[src/rtl/fcmd_pkg.sv]
package fcmd_pkg;
  typedef enum logic [1:0] {
    RM_ARRAY  = 2'd0,
    RM_QUERY  = 2'd1,
    RM_ASEL   = 2'd2,
    RM_STATUS = 2'd3
  } rmode_t;

  typedef enum logic [3:0] {
    CK_NONE, CK_RESET, CK_QUERY, CK_ASEL, CK_CFG, CK_PGM, CK_DWP, CK_QWP, CK_BYP
  } cmd_t;

  localparam logic [10:0] UNL1_ADDR = 11'h555;
  localparam logic [10:0] UNL2_ADDR = 11'h2AA;
  localparam logic [7:0]  UNL1_DATA = 8'hAA;
  localparam logic [7:0]  UNL2_DATA = 8'h55;
  localparam logic [7:0]  CODE_RESET = 8'hF0;
  localparam logic [7:0]  CODE_QUERY = 8'h98;
  localparam logic [7:0]  CODE_ASEL  = 8'h90;
  localparam logic [7:0]  CODE_CFG   = 8'h60;
  localparam logic [7:0]  CODE_PGM   = 8'hA0;
  localparam logic [7:0]  CODE_DWP   = 8'h50;
  localparam logic [7:0]  CODE_QWP   = 8'h56;
  localparam logic [7:0]  CODE_BYP   = 8'h20;
endpackage

[src/rtl/fcmd_classify.sv]
module fcmd_classify
  import fcmd_pkg::*;
#(
  parameter int CMP_W = 11
) (
  input  logic [CMP_W-1:0] addr_i,
  input  logic [7:0]       code_i,
  output logic             is_unl1_o,
  output logic             is_unl2_o,
  output cmd_t             cmd_o
);
  assign is_unl1_o = (addr_i == CMP_W'(UNL1_ADDR)) && (code_i == UNL1_DATA);
  assign is_unl2_o = (addr_i == CMP_W'(UNL2_ADDR)) && (code_i == UNL2_DATA);

  always_comb begin
    unique case (code_i)
      CODE_RESET: cmd_o = CK_RESET;
      CODE_QUERY: cmd_o = CK_QUERY;
      CODE_ASEL:  cmd_o = CK_ASEL;
      CODE_CFG:   cmd_o = CK_CFG;
      CODE_PGM:   cmd_o = CK_PGM;
      CODE_DWP:   cmd_o = CK_DWP;
      CODE_QWP:   cmd_o = CK_QWP;
      CODE_BYP:   cmd_o = CK_BYP;
      default:    cmd_o = CK_NONE;
    endcase
  end
endmodule

[src/rtl/fcmd_operand_buf.sv]
module fcmd_operand_buf #(
  parameter int AW = 21,
  parameter int DW = 16,
  parameter int NW = 4,
  localparam int IW = $clog2(NW)
) (
  input  logic            clk,
  input  logic            rst,
  input  logic            cap_i,
  input  logic [IW-1:0]   idx_i,
  input  logic            quad_i,
  input  logic [AW-1:0]   addr_i,
  input  logic [DW-1:0]   data_i,
  output logic            mismatch_o,
  output logic [AW-1:0]   base_o,
  output logic [NW*DW-1:0] words_o
);
  logic [AW-1:0] ign_mask;
  logic [AW-1:0] base_q;

  assign ign_mask   = quad_i ? AW'(NW - 1) : AW'(1);
  assign mismatch_o = ((addr_i ^ base_q) & ~ign_mask) != '0;
  assign base_o     = base_q;

  always_ff @(posedge clk) begin
    if (rst)                          base_q <= '0;
    else if (cap_i && idx_i == '0)    base_q <= addr_i;
  end

  for (genvar g = 0; g < NW; g++) begin : g_slot
    logic [DW-1:0] word_q;
    always_ff @(posedge clk) begin
      if (rst) word_q <= '0;
      else if (cap_i) begin
        if (idx_i == IW'(g))       word_q <= data_i;
        else if (idx_i == '0)      word_q <= '0;
      end
    end
    assign words_o[g*DW +: DW] = word_q;
  end
endmodule

[src/rtl/fcmd_decoder.sv]
module fcmd_decoder
  import fcmd_pkg::*;
#(
  parameter int AW = 21,
  parameter int DW = 16,
  parameter int NW = 4,
  parameter int CMP_W = 11,
  parameter int CFG_BIT = 10
) (
  input  logic            clk,
  input  logic            rst,
  input  logic            wr_en_i,
  input  logic [AW-1:0]   wr_addr_i,
  input  logic [DW-1:0]   wr_data_i,
  input  logic            busy_i,
  output logic [1:0]      rd_mode_o,
  output logic            pgm_start_o,
  output logic            dwp_start_o,
  output logic            qwp_start_o,
  output logic            cfg_start_o,
  output logic [AW-1:0]   op_addr_o,
  output logic [NW*DW-1:0] op_data_o,
  output logic            cfg_pd_o
);
  localparam int IW = $clog2(NW);
  localparam int DWORDS = 2;

  typedef enum logic [2:0] {S_IDLE, S_U1, S_U2, S_PGM, S_CFG, S_MW, S_BYP} st_t;

  st_t           st;
  rmode_t        mode;
  logic [IW-1:0] cnt;
  logic          quad, in_byp;
  logic          acc, is_unl1, is_unl2, mismatch, last, cap;
  logic [IW-1:0] idx;
  cmd_t          cmd;

  fcmd_classify #(.CMP_W(CMP_W)) cls_i (
    .addr_i(wr_addr_i[CMP_W-1:0]), .code_i(wr_data_i[7:0]),
    .is_unl1_o(is_unl1), .is_unl2_o(is_unl2), .cmd_o(cmd)
  );

  assign acc  = wr_en_i && !busy_i && (mode != RM_QUERY) && (mode != RM_ASEL);
  assign last = quad ? (cnt == IW'(NW - 1)) : (cnt == IW'(DWORDS - 1));
  assign idx  = (st == S_MW) ? cnt : '0;
  assign cap  = acc && ((st == S_PGM) || (st == S_CFG) ||
                        ((st == S_MW) && (cnt == '0 || !mismatch)));

  fcmd_operand_buf #(.AW(AW), .DW(DW), .NW(NW)) buf_i (
    .clk(clk), .rst(rst), .cap_i(cap), .idx_i(idx), .quad_i(quad),
    .addr_i(wr_addr_i), .data_i(wr_data_i),
    .mismatch_o(mismatch), .base_o(op_addr_o), .words_o(op_data_o)
  );

  always_ff @(posedge clk) begin
    if (rst) begin
      st <= S_IDLE; mode <= RM_ARRAY; cnt <= '0; quad <= 1'b0; in_byp <= 1'b0;
      pgm_start_o <= 1'b0; dwp_start_o <= 1'b0; qwp_start_o <= 1'b0;
      cfg_start_o <= 1'b0; cfg_pd_o <= 1'b0;
    end else begin
      pgm_start_o <= 1'b0; dwp_start_o <= 1'b0; qwp_start_o <= 1'b0; cfg_start_o <= 1'b0;
      if (wr_en_i && !busy_i && !acc) begin
        mode <= RM_ARRAY; st <= S_IDLE; in_byp <= 1'b0;
      end else if (acc) begin
        unique case (st)
          S_IDLE: begin
            if (is_unl1) st <= S_U1;
            else mode <= (cmd == CK_QUERY) ? RM_QUERY : RM_ARRAY;
          end
          S_U1: begin
            if (is_unl2) st <= S_U2;
            else begin st <= S_IDLE; mode <= RM_ARRAY; end
          end
          S_U2: begin
            st <= S_IDLE;
            unique case (cmd)
              CK_ASEL: mode <= RM_ASEL;
              CK_CFG:  st <= S_CFG;
              CK_PGM:  st <= S_PGM;
              CK_DWP:  begin st <= S_MW; quad <= 1'b0; cnt <= '0; in_byp <= 1'b0; end
              CK_QWP:  begin st <= S_MW; quad <= 1'b1; cnt <= '0; in_byp <= 1'b0; end
              CK_BYP:  begin st <= S_BYP; in_byp <= 1'b1; end
              default: mode <= RM_ARRAY;
            endcase
          end
          S_CFG: begin
            cfg_start_o <= 1'b1; cfg_pd_o <= wr_addr_i[CFG_BIT];
            st <= S_IDLE; mode <= RM_ARRAY;
          end
          S_PGM: begin
            pgm_start_o <= 1'b1; st <= S_IDLE; mode <= RM_STATUS;
          end
          S_MW: begin
            if (cnt != '0 && mismatch) begin
              st <= S_IDLE; mode <= RM_ARRAY; in_byp <= 1'b0; cnt <= '0;
            end else if (last) begin
              if (quad) qwp_start_o <= 1'b1;
              else      dwp_start_o <= 1'b1;
              mode <= RM_STATUS; cnt <= '0;
              st <= in_byp ? S_BYP : S_IDLE;
            end else cnt <= cnt + 1'b1;
          end
          S_BYP: begin
            if (cmd == CK_DWP) begin st <= S_MW; quad <= 1'b0; cnt <= '0; end
            else begin st <= S_IDLE; mode <= RM_ARRAY; in_byp <= 1'b0; end
          end
          default: begin st <= S_IDLE; mode <= RM_ARRAY; end
        endcase
      end
    end
  end

  assign rd_mode_o = mode;
endmodule

[config.mk]
export PLATFORM = sky130hd
export DESIGN_NAME = fcmd_decoder
export DESIGN_NICKNAME = d
export VERILOG_FILES = /design/src/rtl/fcmd_pkg.sv /design/src/rtl/fcmd_classify.sv /design/src/rtl/fcmd_operand_buf.sv /design/src/rtl/fcmd_decoder.sv
export SDC_FILE = /design/constraint.sdc
export NUM_CORES = 1
export LEC_CHECK = 0
export CORE_MARGIN = 5
export CORE_UTILIZATION = 40
export DETAILED_ROUTE_END_ITERATION = 10
export DONT_BUFFER_PORTS = 1
export PLACE_DENSITY_LB_ADDON = 0.05
export SLEW_MARGIN = 15
export SYNTH_ARGS = -nofsm -noshare
export SYNTH_HDL_FRONTEND = slang
export SYNTH_SLANG_ARGS = --single-unit
[constraint.sdc]
create_clock -name clk -period 7.8 [get_ports clk]
set_clock_uncertainty 0.15 [all_clocks]
set_input_delay 2.34 -clock clk [delete_from_list [all_inputs] [get_ports clk]]
set_output_delay 2.34 -clock clk [all_outputs]
set_load 0.02 [all_outputs]
==> results of run 1 <==
registers in the layout, indices dropped and copies added (netlist names):
signal and flops:
buf_i.g_slot.word_q 64, buf_i.base_o 21, st 3, cnt 2
rd_mode_o 2, cfg_pd_o 1, cfg_start_o 1, dwp_start_o 1
in_byp 1, pgm_start_o 1, quad 1, qwp_start_o 1
per-layer routing:
layer  up-vias  share of wire [%]  track usage, %  routed length [microns]
li1       1934                  -               -                        -
met1      1832                 47            26.1                     6440
met2       118                 42            26.6                     5690
met3        11                9.3            6.97                     1270
met4         0                1.4            6.08                      185
met5         -                  0               0                        0
metrics by stage:
stage	hold WS, ns	instances	cell area [sq um]	worst slack, ns	utilization (%)
finish	0.345	704	5120	3.34	43.0
global route	0.373	704	5120	3.12	43.0
CTS	0.343	704	5110	3.42	42.9
detailed placement	0.334	688	4840	3.08	40.6
global placement	0.325	688	4840	3.13	40.6
floorplan	0.291	583	4810	3.66	-
cell usage in the layout, fill, tap and decap left out, types with 3 or more instances in the layout:
master / Yosys / layout
ha_1: 5 / 5
a21oi_1: 63 / 61
o211ai_1: 3 / 3
inv_1: 5 / 5
or4_1: 4 / 4
dfxtp_1: 99 / 99
or3_1: 3 / 3
or2_2: 22 / 22
nor4bb_1: 4 / 4
nand4b_1: 4 / 4
nor3_1: 11 / 11
nand2_1: 83 / 83
or2_0: 5 / 5
nor2_1: 51 / 51
nand2b_1: 19 / 19
nand3_1: 23 / 23
and3_1: 3 / 3
mux2i_1: 39 / 39
o21ai_0: 9 / 9
clkbuf_16: 0 / 9
nor4_1: 6 / 6
nand4_1: 9 / 9
or2_1: 6 / 6
nor2b_1: 3 / 3
a21o_1: 3 / 3
xnor2_1: 25 / 25
power groups by stage:
stage / Combinational, mW / Sequential (mW) / Clock, mW
after floorplan: 0.0275 / 0.517 / 0
after global placement: 0.0192 / 0.517 / 0
after detailed placement: 0.0192 / 0.517 / 0
after CTS: 0.0193 / 0.505 / 0.429
after global routing: 0.0209 / 0.505 / 0.449
final: 0.0192 / 0.505 / 0.418
worst register-to-register path, cell delays in order, from the launching register on:
cell and delay, ns:
dfxtp_1 0.74, nand4b_1 0.34, ha_1 0.29, nand2_1 0.07, nor2_1 0.07, a31oi_4 0.56, buf_4 0.49, mux2i_1 0.27
nor2_1 0.05
worst paths after layout:
check,from,end,slack (ns),depth (start not counted)
worst min-delay path,in_byp,in_byp,0.35,2
worst max register to register,st[2],buf_i.base_o[14],4.67,8
worst min register to register,in_byp,in_byp,0.35,2
worst max-delay path,wr_addr_i[12],buf_i.base_o[14],3.34,7
cell families after synthesis:
kind of cell | Yosys count | share of synthesized area (%)
compound gates | 95 | 11.3
simple gates | 271 | 29.1
flops | 99 | 41.2
xor+xnor | 26 | 4.73
buf+inv | 48 | 4.27
mux | 39 | 8.11
fa+ha+maj | 5 | 1.30
layout make-up:
type	instances	area, sq um	area share [%]
Inverter	5	18.8	0.366
Clock inverter	5	35.0	0.684
Clock buffer	11	233	4.54
Multi-Input combinational cell	436	2660	52.0
Sequential cell	99	1980	38.7
Tap cell	147	184	3.59
Timing Repair Buffer	1	7.51	0.147
==> summary.md, run 1 <==
| Metric | Value |
|---|---|
| Placer congestion estimate | approximately 0.85 |
| Worst IR Drop VDD | between 0.1 and 0.15 mV |
| Post-route ant nets | 0 |
| Routed WL per cell | 19.3 microns |
| Die Span Y | 120 microns |
| Crit-path max FO | 25 |
| Top Ports | 133 |
| Root Driver | clkbuf_16 |
| Crit path kind | in -> reg |
| Gr ovfl total | 0 |
| DR iter-0 viols | 200 |
| Syn Nets | 629 |
| Input/output buffers | 0 |
| Mapped Cells | 583 |
| Hold Buf Count CTS | 0 |
| Via Count | 3895 |
| Clock Sinks | 99 |
| CP Buf/Inv Count | 1 |
| Share of the yosys chip area belonging to registers | 41.2% |
| Max H-tree Level | 3 |
| Total Routing Usage GR | 18.7% |
| DIE WIDTH | 120 microns |
| DRT Pass-1 Iters | 4 |
| Fmax | 0.224 GHz |
| Sequential Power Share | 53.6% |
| Routed WL | approximately 14000 microns |
| Fin crit period | 4.46 ns |
| Final setup fails | 0 |
| Area Overhead vs Synth | 6.45% |
| Yosys reg bits | 99 |
| Area leader, netlist | dfxtp_1 |
| Largest net degree at the start of global routing | 95 |
| Initial Util | 40.4% |
| PwrDens | 184 nW/um^2 |
| Slowest cell on crit path | nor4_2 |
| Hold crit path type | reg -> reg |
| Startpoint types | input port |
| Worst slew margin | 43.2% |
| Most used flip-flop cell after synthesis | dfxtp_1 |
| Netlist Area Pre-Place | slightly below 5000 sq um |
| Combinational Power Share | 2.0% |
| Clock network fraction of total power | 44.4% |
| DRC violations left | 0 |
| P_sw | 0.209 mW |
| Count of nets after finishing | 598 |
| Power, Total | ~0.94 mW |
| Tcrit/Tclk final | 57.2% |
| Final hold vios | 0 |
| Share of layout cells above drive strength 1 | 8.62% |
| Crit path DAT | 4.56 ns |
| Netlist cell types | 55 |
| Routed vias/inst | about 5.5 |
| PostCTS Resize Cnt | 0 |
| Clock buffer depth | 2 |
| Count leader, synth | dfxtp_1 |
| CP top delay family | simple AND/OR/NAND/NOR gates |
| Crit path largest cell delay | 0.78 ns |
| Sw Share | 22.2% |
| Post-DP HPWL | 9750 microns |
| Vias in the first global route | 3707 |
| TNS Setup | 0 ns |
| Number of enable flip-flop cells after synthesis | 0 |
| Data required, critical path | about 7.9 ns |
| Setup Fix Bufs, Post-CTS | 0 |
| Synth area leaders | dfxtp_1, mux2i_1, a21oi_1 |
| Share of the synthesized area in the top cell type | 41.2% |
| Worst slew pin tran | 0.845 ns |
| Core Region | 11900 sq um |
| Worst setup EP type | flip-flop |
| Async S/R FF share, synth | 0% |
| Area of the die | 14300 sq um |
| Fillers | between 1000 and 1500 |
| Most frequent cells after synthesis | dfxtp_1, nand2_1, a21oi_1, nor2_1, mux2i_1 |
| Fin. max-slew vios | 0 |
| Leakage | around 1.8 nW |
| Initial antenna violation count | 0 |
| Max-cap check violation count | 0 |
| Status | complete, no violations |
| First-pass GRT wire length | 21100 microns |
| Clock latency on the worst-skew pair | 0.35 ns |
| CTS tree | yes |
| Cells along the critical path | xnor2_1 -> nand4_1 -> nor4_2 -> a31oi_4 -> buf_4 -> mux2i_1 -> nor2_1 |
| CTS Buf Count | 9 |
| RSZ-0062 raised after global routing | false |
| Synth warn | 0 |
| Pint | 0.733 mW |
| FP Rows | 40 |
| Synth Area per Inst | ~8.3 sq um |
| Antenna Cells | 0 |
| Clock Pin Slew Worst Setup and Hold Paths | 0.07 ns |
No activity file was read; power rests on OpenSTA's default activity.
==> inputs of run 2 (changes only) <==
==> constraint.sdc (replaced) <==
create_clock -name clk -period 4.4 [get_ports clk]
set_clock_uncertainty 0.15 [all_clocks]
set_input_delay 1.32 -clock clk [delete_from_list [all_inputs] [get_ports clk]]
set_output_delay 1.32 -clock clk [all_outputs]
set_load 0.02 [all_outputs]
==> summary.md, run 2 (same netlist as run 1, synthesis figures left out) <==
| Metric | Value |
|---|---|
| Status | complete, no violations |
| Max-cap check violation count | 0 (unchanged) |
| Worst setup EP type | flip-flop |
| CTS tree | yes |
| Area Overhead vs Synth | 7.65% |
| Cells along the critical path | xnor2_1 -> nand4_1 -> nor4_2 -> a31oi_4 -> buf_4 -> mux2i_1 -> nor2_1 |
| Fmax | approximately 0.29 GHz |
| DRC violations left | 0 (unchanged) |
| Root Driver | clkbuf_16 |
| Fin. max-slew vios | 0 (unchanged) |
| RSZ-0062 raised after global routing | false |
| DRT Pass-1 Iters | 4 (unchanged) |
| Routed WL per cell | 19.6 microns (+1.4%) |
| Post-route ant nets | 0 (unchanged) |
| Input/output buffers | 0 (unchanged) |
| Most common cell after layout, fill and taps aside | dfxtp_1 |
| Final setup fails | 0 (unchanged) |
| Routed WL | 13800 microns (+1.7%) |
| Tcrit/Tclk final | 78.4% |
| Area of the die | 14300 sq um (unchanged) |
| Reg area | 1980 sq um (unchanged) |
| Via Count | 3912 (+0.44%) |
| Final hold vios | 0 (unchanged) |
| Worst IR Drop VDD | 0.223 mV (+110%) |
| Crit path DAT | 3.54 ns (-1.02 ns) |
| Die Span Y | 120 microns (unchanged) |
| Setup Fix Bufs, Post-CTS | 0 (unchanged) |
| Largest Register | buf_i.g_slot.word_q |
| Slowest cell on crit path | nor4_2 |
| Clock buffer depth | 2 (unchanged) |
| Vias in the first global route | 3679 (-0.76%) |
| PwrDens | 338 nW/um^2 (+84%) |
| Startpoint types | input port |
| Hold Buf Count CTS | 0 (unchanged) |
| PostCTS Resize Cnt | 0 (unchanged) |
| Crit path kind | in -> reg |
| Fillers | 1198 (-4.2%) |
| Core Region | 11900 sq um (unchanged) |
| Count of nets after finishing | 600 (+0.33%) |
| Gr ovfl total | 0 (unchanged) |
| FP Rows | 40 (unchanged) |
| First-pass GRT wire length | 21300 microns (+0.85%) |
| Combinational Power Share | 2.0% (about the same) |
| Sequential Power Share | 51.1% (-2.5 points) |
| DR iter-0 viols | 247 (+24%) |
| Data required, critical path | 4.50 ns (-3.39 ns) |
| CTS Buf Count | 9 (unchanged) |
| Clock Pin Slew Worst Setup and Hold Paths | 0.07 ns (about the same) |
| Pint | 1.38 mW (+88%) |
| Fin crit period | 3.45 ns |
| Top Ports | 133 (unchanged) |
| Clock Sinks | 99 (unchanged) |
| Worst slew margin | 40.1% (-3.1 points) |
| TNS Setup | 0 ns (unchanged) |
| Hold crit path type | reg -> reg |
| Share of layout cells above drive strength 1 | 9.30% (+0.68 points) |
| Total Routing Usage GR | 19.1% (+0.36 points) |
| Antenna Cells | 0 (unchanged) |
| Fin util | 43.5% (+0.48 points) |
| Clock latency on the worst-skew pair | 0.35 ns (about the same) |
| Clock network fraction of total power | 46.9% (+2.5 points) |
| Routed vias/inst | 5.54 (+0.15%) |
| Sw Share | 21.4% (-0.78 points) |
| Initial antenna violation count | 0 (unchanged) |
| Placer congestion estimate | 0.861 (+1.4%) |
| Leakage | 1.86 nW (+1.6%) |
| Most frequent cells in the layout | dfxtp_1, nand2_1, a21oi_1 |
| Crit-path max FO | 15 (-40%) |
| P_sw | 0.375 mW (+79%) |
| Largest net degree at the start of global routing | 95 (unchanged) |
| Initial Util | 40.4% (unchanged) |
| Worst slew pin tran | 0.891 ns (+0.0460 ns) |
| DIE WIDTH | 120 microns (unchanged) |
| Max H-tree Level | 3 (unchanged) |
| Post-DP HPWL | 9830 microns (+0.81%) |
| Crit path largest cell delay | 0.81 ns (+0.03 ns) |
| Max reg flops | 64 (unchanged) |
| Multi-input gate area | 2660 sq um (unchanged) |
## run 2: changes by cell type in the layout (fill, tap and decap cells not counted)
cell,before,now
buf_4,1,3
clkbuf_1,2,0
bufinv_16,0,1
clkbuf_8,0,1
clkinv_2,2,1
clkinv_4,0,1
inv_6,2,1
inv_8,0,1
## run 2: final timing paths
kind	cells past startpoint	startpoint	slack, ns	to
worst max register to register	7	st[2]	1.30	buf_i.base_o[11]
worst min register to register	2	in_byp	0.36	in_byp
worst max-delay path	7	wr_addr_i[16]	0.95	buf_i.base_o[11]
worst min-delay path	2	in_byp	0.36	in_byp
## run 2: layer usage
| metal | vias to the layer above | track usage, % | part of all wire [%] |
|---|---|---|---|
| li1 | 1944 | - | - |
| met3 | 19 | 7.82 | 11 |
| met4 | 0 | 7.02 | 1.9 |
| met2 | 152 | 27.1 | 41 |
| met5 | - | 0 | 0 |
| met1 | 1797 | 25.8 | 46 |
## run 2: worst max-delay path, delay by kind of cell
family / cells / cell delay [ns]
AND/OR/NAND/NOR: 3 / 1.04
AO/OA/AOI/OAI: 1 / 0.49
buffers and inverters: 1 / 0.36
multiplexers: 1 / 0.18
XOR/XNOR: 1 / 0.14
## run 2: cell type report
type                       instances  area share (%)
multi-input combinational        436            51.4
clock inverter                     6            1.38
tap                              147            3.55
sequential                        99            38.3
inverter                           5           0.362
clock buffer                      10            4.61
timing repair buffer               3           0.435
## run 2: power groups by stage
stage	Clock (mW)	Sequential, mW	Combinational (mW)
detailed placement	0	0.916	0.0354
floorplan	0	0.916	0.0488
CTS	0.848	0.895	0.0356
finish	0.821	0.895	0.0356
global route	0.883	0.895	0.0383
global placement	0	0.916	0.0354
## run 2: per-stage QoR
step / hold slack, ns / cells / worst slack [ns] / total power, mW / area (sq um)
after floorplan: 0.291 / 583 / 1.28 / 0.965 / 4810
final: 0.359 / 706 / 0.951 / 1.75 / 5180
after global placement: 0.326 / 690 / 0.920 / 0.952 / 4850
after CTS: 0.353 / 706 / 1.17 / 1.78 / 5160
after detailed placement: 0.339 / 690 / 0.776 / 0.952 / 4850
after global routing: 0.394 / 706 / 0.776 / 1.82 / 5180
==> inputs of run 3 (changes only) <==
==> constraint.sdc (replaced) <==
create_clock -name clk -period 2.8 [get_ports clk]
set_clock_uncertainty 0.15 [all_clocks]
set_input_delay 0.84 -clock clk [delete_from_list [all_inputs] [get_ports clk]]
set_output_delay 0.84 -clock clk [all_outputs]
set_load 0.02 [all_outputs]
==> summary.md, run 3 (same netlist as run 1, synthesis figures left out) <==
| Metric | Value |
|---|---|
| Status | complete, no violations |
| Hold crit path type | reg -> reg |
| Largest net degree at the start of global routing | 95 (unchanged) |
| Top Ports | 133 (unchanged) |
| Area Overhead vs Synth | 10.3% |
| Combinational Power Share | 2.2% (+0.2 points) |
| Hold Buf Count CTS | 0 (unchanged) |
| Startpoint types | flip-flop |
| Max H-tree Level | 3 (unchanged) |
| Crit-path max FO | 22 (+7) |
| Initial antenna violation count | 0 (unchanged) |
| CTS tree | yes |
| Post-DP HPWL | 10100 microns (+2.3%) |
| DR iter-0 viols | 428 (+73%) |
| Count of nets after finishing | 619 (+3.2%) |
| CP Launch Point | cnt[0] |
| Crit path DAT | 2.53 ns (-1.01 ns) |
| Crit path kind | reg -> reg |
| Most common cell after layout, fill and taps aside | dfxtp_1 |
| Placer congestion estimate | 0.868 (+0.80%) |
| Root Driver | clkbuf_16 |
| Input/output buffers | 0 (unchanged) |
| Worst IR Drop VDD | 0.288 mV (+29%) |
| Clock Sinks | 99 (unchanged) |
| RSZ-0062 raised after global routing | false |
| Sequential Power Share | 53.2% (+2.1 points) |
| Clock network fraction of total power | 44.6% (-2.3 points) |
| Share of layout cells above drive strength 1 | 12.1% (+2.8 points) |
| Routed WL per cell | 18.9 microns (-3.5%) |
| CTS Buf Count | 9 (unchanged) |
| Clock Pin Slew Worst Setup and Hold Paths | 0.07 ns (about the same) |
| Worst setup EP type | flip-flop |
| Clock buffer depth | 2 (unchanged) |
| Leakage | 1.95 nW (+5.1%) |
| Fin area | 5310 sq um (+2.4%) |
| Die Span Y | 120 microns (unchanged) |
| Gr ovfl total | 0 (unchanged) |
| Via Count | 3902 (-0.26%) |
| P_sw | 0.578 mW (+54%) |
| Total Routing Usage GR | 19.0% (-0.11 points) |
| Largest Register | buf_i.g_slot.word_q |
| DRC violations left | 0 (unchanged) |
| DRT Pass-1 Iters | 5 (+1) |
| TNS Setup | 0 ns (unchanged) |
| Pint | 2.07 mW (+50%) |
| Antenna Cells | 0 (unchanged) |
| Hold_sp | cnt[0] |
| Initial Util | 40.4% (unchanged) |
| DIE WIDTH | 120 microns (unchanged) |
| Routed WL | 13700 microns (-1.1%) |
| Tcrit/Tclk final | 85.8% |
| Worst slew margin | 49.4% (+9.3 points) |
| PwrDens | 498 nW/um^2 (+47%) |
| Fmax | between 0.4 and 0.5 GHz |
| Core Region | 11900 sq um (unchanged) |
| Vias in the first global route | 3741 (+1.7%) |
| FP Rows | 40 (unchanged) |
| Max-cap check violation count | 0 (unchanged) |
| Sw Share | 21.9% (+0.42 points) |
| Post-route ant nets | 0 (unchanged) |
| Final setup fails | 0 (unchanged) |
| Max reg flops | 64 (unchanged) |
| Clock latency on the worst-skew pair | 0.36 ns (about the same) |
| Placed Instance Area | 5020 sq um (+3.5%) |
| Final hold vios | 0 (unchanged) |
| Most frequent cells in the layout | dfxtp_1, nand2_1, a21oi_1 |
| Data required, critical path | 2.93 ns (-1.57 ns) |
| Fin. max-slew vios | 0 (unchanged) |
| Fin crit period | 2.40 ns |
| Area of the die | 14300 sq um (unchanged) |
| Worst slew pin tran | 0.752 ns (-0.139 ns) |
| First-pass GRT wire length | 21300 microns (-0.20%) |
| Routed vias/inst | 5.39 (-2.7%) |
| Reg-to-Reg Start | cnt[0] |
[run 3: final cells by class]
class | count | area [sq um]
flip-flops and latches | 99 | 1980
inverters | 5 | 18.8
clock inverters | 5 | 37.5
well taps | 147 | 184
multi-input cells | 436 | 2650
fillers | 1203 | 6610
repair buffers | 22 | 190
clock buffers | 10 | 239
[run 3: metal layers]
layer | track usage, % | part of all wire [%]
met4 | 6.80 | 1.0
met3 | 7.96 | 10
met5 | 0 | 0
met1 | 26.0 | 46
met2 | 26.4 | 42
[run 3: power by group through the flow]
stage	Clock, mW	Sequential, mW	Combinational, mW
floorplan	0	1.44	0.0767
global placement	0	1.44	0.0588
detailed placement	0	1.44	0.0589
CTS	1.22	1.41	0.0590
global route	1.27	1.41	0.0640
finish	1.18	1.41	0.0584
[run 3: repair_timing]
item	CTS	global route
resized for setup	0	1
endpoints found under the setup margin	0	11
buffers inserted	0	0
[run 3: path summary, 6_finish.rpt]
kind | endpoint | slack [ns] | cells past startpoint
setup / recovery | buf_i.g_slot[1].word_q[1] | 0.40 | 9
hold / removal | cnt[0] | 0.34 | 2
setup reg to reg | buf_i.g_slot[1].word_q[1] | 0.40 | 9
hold reg to reg | cnt[0] | 0.34 | 2
[run 3: worst max-delay path, cell delays in order, from the launching register on]
cell,delay [ns]
dfxtp_1,0.38
inv_1,0.08
ha_1,0.27
nand2b_1,0.16
a31oi_1,0.32
nor3_1,0.14
a21oi_4,0.38
buf_4,0.25
nand2_1,0.07
a21oi_1,0.14
[run 3: per-stage QoR]
stage | instances | power (mW) | hold WS [ns] | worst slack, ns | util [%]
2_1_floorplan | 583 | 1.52 | 0.291 | 0.162 | -
3_3_place_gp | 709 | 1.50 | 0.326 | 0.135 | 42.2
3_5_place_dp | 709 | 1.50 | 0.336 | 0.104 | 42.2
4_1_cts | 724 | 2.68 | 0.349 | 0.194 | 44.5
5_1_grt | 724 | 2.74 | 0.382 | 0.154 | 44.5
6_report | 724 | 2.64 | 0.343 | 0.399 | 44.5
